--- src/rtl/fsh_pkg.sv ---
package fsh_pkg;

    localparam int unsigned FSH_WORD_W = 64;

    typedef enum logic {
        FSH_DIR_LEFT  = 1'b0,
        FSH_DIR_RIGHT = 1'b1
    } fsh_dir_e;

    // Condition field, packed MSB first: {neg, pos, zero, ovf}
    typedef struct packed {
        logic neg;
        logic pos;
        logic zero;
        logic ovf;
    } fsh_cond_t;

    function automatic fsh_cond_t fsh_make_cond(logic sign_bit, logic is_zero,
                                                logic spill_nz, logic rec);
        fsh_cond_t c;
        c.neg  = rec & sign_bit;
        c.pos  = rec & ~sign_bit & ~is_zero;
        c.zero = rec & is_zero;
        c.ovf  = rec & spill_nz;
        return c;
    endfunction

endpackage

--- src/rtl/fsh_rotl.sv ---
module fsh_rotl #(
    parameter int unsigned W   = 64,
    parameter int unsigned SHW = $clog2(W)
) (
    input  logic [W-1:0]   din,
    input  logic [SHW-1:0] amt,
    output logic [W-1:0]   dout
);
    logic [W-1:0] stage [SHW+1];

    assign stage[0] = din;

    // Logarithmic barrel: stage g rotates by 2**g when amt[g] is set
    for (genvar g = 0; g < SHW; g++) begin : g_stage
        localparam int unsigned STEP = 1 << g;
        assign stage[g+1] = amt[g] ? ((stage[g] << STEP) | (stage[g] >> (W - STEP)))
                                   : stage[g];
    end

    assign dout = stage[SHW];
endmodule

--- src/rtl/fsh_mask.sv ---
module fsh_mask #(
    parameter int unsigned W   = 64,
    parameter int unsigned SHW = $clog2(W)
) (
    input  fsh_pkg::fsh_dir_e dir,
    input  logic [SHW-1:0]    n,
    output logic [W-1:0]      keep
);
    localparam logic [W-1:0] ALL_ONES = {W{1'b1}};

    // Left: ones in [W-1:n]; right: ones in [W-1-n:0]
    always_comb begin
        if (dir == fsh_pkg::FSH_DIR_LEFT) keep = ALL_ONES << n;
        else                              keep = ALL_ONES >> n;
    end
endmodule

--- src/rtl/fsh_merge.sv ---
module fsh_merge #(
    parameter int unsigned W = 64
) (
    input  logic [W-1:0] rot,
    input  logic [W-1:0] keep,
    input  logic [W-1:0] fill,
    output logic [W-1:0] main_w,
    output logic [W-1:0] spill_w
);
    assign main_w  = (rot & keep) | (fill & ~keep);
    assign spill_w = rot & ~keep;
endmodule

--- src/rtl/fsh_funnel_unit.sv ---
module fsh_funnel_unit #(
    parameter int unsigned W       = fsh_pkg::FSH_WORD_W,
    parameter bit          OUT_REG = 1'b1
) (
    input  logic         clk,
    input  logic         rst,
    input  logic         dir_i,
    input  logic         rec_en_i,
    input  logic [W-1:0] a_i,
    input  logic [W-1:0] b_i,
    input  logic [W-1:0] c_i,
    output logic [W-1:0] main_o,
    output logic [W-1:0] spill_o,
    output logic         ovf_o,
    output logic [3:0]   cond_o
);
    import fsh_pkg::*;

    localparam int unsigned    SHW   = $clog2(W);
    localparam logic [W-1:0]   W_VEC = W;

    fsh_dir_e         dir;
    logic [SHW-1:0]   cnt;
    logic [SHW-1:0]   rot_amt;
    logic [W-1:0]     rotated;
    logic [W-1:0]     keep;
    logic [W-1:0]     main_w;
    logic [W-1:0]     spill_w;
    fsh_cond_t        cond_w;

    assign dir = fsh_dir_e'(dir_i);
    // Count is B modulo the word width: its low SHW bits
    assign cnt = SHW'(b_i % W_VEC);
    // Right shift is a left rotate by (W - n) mod W
    assign rot_amt = (dir == FSH_DIR_LEFT) ? cnt : (SHW'(0) - cnt);

    fsh_rotl #(.W(W), .SHW(SHW)) rot_i (
        .din  (a_i),
        .amt  (rot_amt),
        .dout (rotated)
    );

    fsh_mask #(.W(W), .SHW(SHW)) mask_i (
        .dir  (dir),
        .n    (cnt),
        .keep (keep)
    );

    fsh_merge #(.W(W)) merge_i (
        .rot     (rotated),
        .keep    (keep),
        .fill    (c_i),
        .main_w  (main_w),
        .spill_w (spill_w)
    );

    assign cond_w = fsh_make_cond(main_w[W-1], (main_w == '0), (spill_w != '0), rec_en_i);

    if (OUT_REG) begin : g_reg
        always_ff @(posedge clk) begin
            if (rst) begin
                main_o  <= '0;
                spill_o <= '0;
                ovf_o   <= 1'b0;
                cond_o  <= '0;
            end else begin
                main_o  <= main_w;
                spill_o <= spill_w;
                ovf_o   <= cond_w.ovf;
                cond_o  <= cond_w;
            end
        end
    end else begin : g_comb
        assign main_o  = main_w;
        assign spill_o = spill_w;
        assign ovf_o   = cond_w.ovf;
        assign cond_o  = cond_w;
    end
endmodule

--- config.mk ---
export PLATFORM = sky130hd
export DESIGN_NAME = fsh_funnel_unit
export DESIGN_NICKNAME = d
export VERILOG_FILES = /design/src/rtl/fsh_pkg.sv /design/src/rtl/fsh_rotl.sv /design/src/rtl/fsh_mask.sv /design/src/rtl/fsh_merge.sv /design/src/rtl/fsh_funnel_unit.sv
export SDC_FILE = /design/constraint.sdc
export NUM_CORES = 1
export LEC_CHECK = 0
export BUFFER_PORTS_ARGS = -buffer_cell sky130_fd_sc_hd__buf_2
export CORE_ASPECT_RATIO = 0.5
export CORE_MARGIN = 2
export CORE_UTILIZATION = 50
export CTS_CLUSTER_DIAMETER = 80
export DETAILED_ROUTE_END_ITERATION = 8
export GPL_TIMING_DRIVEN = 0
export PLACE_DENSITY = 0.86
export SETUP_SLACK_MARGIN = 0.02
export SYNTH_ARGS = -nofsm -noshare
export SYNTH_HDL_FRONTEND = slang
export SYNTH_SLANG_ARGS = --single-unit
--- constraint.sdc ---
create_clock -name clk -period 9 [get_ports clk]
set_clock_uncertainty 0.1 [all_clocks]
set_input_delay 0.45 -clock clk [delete_from_list [all_inputs] [get_ports clk]]
set_output_delay 0.45 -clock clk [all_outputs]
set_load 0.03 [all_outputs]
==> run_results.csv <==
group,metric,value,unit
drt,wl_per_cell,29.86,um
layout,instances_no_fill,1904,
synthesis,syn_nets,1508,
run_status,status,"complete, no violations",
synthesis,synth.cell_area,0.01094,sq mm
drt,met2_length,23.05,mm
synthesis,yosysSeqAreaShare,24.15,%
drt,met3WireLength,8.685,mm
synthesis,yosys_warnings,0,
drt,via_count,12900,
layout,diodes,0,
floorplan,die_w,213.2,um
critical_path,cp-start-kind,"input pin",
clock_tree,postCtsSetupBuffers,0,
drt,drc,0,
timing,rsz0062_at_grt,"false",
power_and_ir_drop,leakage,5.992,nW
clock_tree,cts_tree,"yes",
synthesis,syn_area_per_cell,8.379,sq um
clock_tree,h-tree-depth,4,
synthesis,synth.largest_area_cell,"dfxtp_1",
synthesis,synth_edf_count,0,
critical_path,cp.arrival,6.55,ns
timing,relSlewSlack,14.17,%
critical_path,cp_max_fo,10,
floorplan,start_util,50.70,%
synthesis,syn_inst,1306,
synthesis,postSynth.asyncResetShare,0,%
synthesis,synthFlopType,"dfxtp_1",
critical_path,crit_required,9.28,ns
timing,fin_crit,6.271,ns
drt,top_layer_used,"met4",
clock_tree,numCtsBuffers,17,
timing,drv_slew,0,
drt,drt_iter0_drc,2325,
global_route,grt_pass1_vias,11910,
timing,fin_crit_sh,69.67,%
drt,wirelength,56.86,mm
floorplan,die_y,108.6,um
synthesis,synth_seq_cells,132,
timing,worstMarginPinSlew,1.277,ns
placement,place.gp.congestion,1.093,
floorplan,rows,38,
power_and_ir_drop,p_per_area,214.0,mW/mm^2
drt,ant_nets,0,
placement,io_buffers,266,
placement,place_inst,1872,
global_route,antenna_found_initial,0,
clock_tree,clk_pin_slew,0.07,ns
synthesis,synth_commonest_cells,"156 x nor2_1, 154 x mux2i_1, 132 x dfxtp_1, 132 x nand2_1, 99 x mux2_2",
drt,met1_length,22.48,mm
synthesis,synth.area.top_cells,"dfxtp_1 24%, mux2i_1 14%, mux2_2 10%",
layout,seq_area,0.002643,sq mm
synthesis,netlist.area_leader.share,24.15,%
timing,setup_violations,0,
floorplan,ios,329,
synthesis,synthMostInstantiatedCell,"nor2_1",
global_route,grt_max_degree,17,
clock_tree,clock_sinks,132,
timing,setup_tns,0,ns
critical_path,path_class,"input pin to register",
clock_tree,cts_hold_buf,0,
layout,multiInputGateArea,0.007749,sq mm
global_route,grtUsageTotal,48.07,%
clock_tree,root_buffer,"clkbuf_16",
clock_tree,clock_path_buffers,2,
layout,fillers,1951,
critical_path,critPathCaptureType,"register",
layout,area_delta_synth_final,21.27,%
timing,fmax,159.5,MHz
drt,first_pass_iters,6,
placement,dpl.hpwl,46.65,mm
global_route,grt_pass1_wl,79.38,mm
layout,drive_above_1_share,30.74,%
layout,final_nets,1793,
timing,finalHoldViolCount,0,
drt,viasPerCell,6.776,
flow_run,drv_cap,0,
global_route,overflow,0,
clock_tree,ctsResizeCount,0,
floorplan,core_area,0.02159,sq mm
synthesis,ys_types,65,
worst_hold_path,hp-class,"input pin to register",
worst_hold_path,min_path_cells,3,
floorplan,dieArea,0.02316,sq mm
power_and_ir_drop,ir_worst_vdd,0.0001285,V
==> state kept, by name (all words and copies together), names as in the netlist <==
| signal | flops |
|---|---|
| cond_o | 4 |
| main_o | 64 |
| spill_o | 64 |
==> worst paths after layout <==
check  slack, ns         end     from
max         2.73   cond_o[1]   b_i[0]
min         0.18  main_o[37]  c_i[37]
==> area by class of cell <==
| type | count | area share, % |
|---|---|---|
| multi-input cells | 1048 | 58.39 |
| flip-flops and latches | 132 | 19.91 |
| repair buffers | 266 | 10.03 |
| plain buffers | 105 | 3.621 |
| clock buffers | 19 | 3.338 |
| well taps | 300 | 2.829 |
| clock inverters | 13 | 1.282 |
| inverters | 21 | 0.5940 |
==> routing by layer <==
layer | up-vias | track usage [%]
li1 | 5408 | -
met1 | 6178 | 61.98
met5 | - | 0
met3 | 208 | 20.51
met4 | 0 | 18.40
met2 | 1108 | 71.38
==> critical path, stage by stage <==
cell	delay, ns
buf_2	0.13
buf_2	0.24
buf_2	0.31
buf_2	0.41
inv_1	0.09
ha_1	0.24
ha_1	0.28
nand2_1	0.04
o21ai_0	0.16
buf_2	0.30
buf_2	0.33
mux2i_1	0.23
mux4_2	0.57
a221oi_1	0.90
o2111ai_1	0.24
a2111oi_0	0.89
nand4_1	0.26
nor4_2	0.27
and3b_1	0.20
==> through the flow <==
step	setup WS, ns	utilization [%]	cell area [sq um]	total power, W	hold slack, ns
after floorplan	4.483	-	10940	0.001529	0.4907
after global placement	2.715	58.60	12650	0.002021	0.6173
after detailed placement	2.758	58.60	12650	0.002022	0.6147
after CTS	3.175	61.44	13260	0.002745	0.1824
after global routing	2.788	61.48	13270	0.002887	0.2032
final	2.730	61.48	13270	0.002839	0.1827
==> placed cells by master (no fill, tap or decap), types with 19 or more instances in the layout <==
| cell type | Yosys | layout |
|---|---|---|
| mux2i_1 | 154 | 154 |
| nand3_1 | 21 | 21 |
| o211ai_1 | 29 | 29 |
| nand2_1 | 132 | 132 |
| mux2_2 | 99 | 99 |
| o21ai_0 | 51 | 51 |
| buf_2 | 27 | 293 |
| o22ai_1 | 19 | 19 |
| clkbuf_1 | 55 | 56 |
| nor2_1 | 156 | 156 |
| mux4_2 | 39 | 39 |
| a21oi_1 | 59 | 59 |
| a22oi_1 | 30 | 30 |
| nor2b_1 | 48 | 48 |
| inv_1 | 21 | 21 |
| dfxtp_1 | 132 | 132 |
==> where the power goes <==
part / leakage (nW) / internal, W / switching, W / total, W
combinational: 4.61 / 0.000445 / 0.000985 / 0.00143
clock: 0.291 / 0.000447 / 0.000286 / 0.000733
sequential: 1.09 / 0.000657 / 0.0000204 / 0.000677
==> cell families after synthesis <==
family,count (synthesis),synth area share (%)
xor+xnor,4,0.3202
simple gates,450,19.11
mux,294,32.56
buf+inv,126,5.111
flops,132,24.15
fa+ha+maj,6,0.6860
compound gates,294,18.07
(Power assumes the default switching activity.)
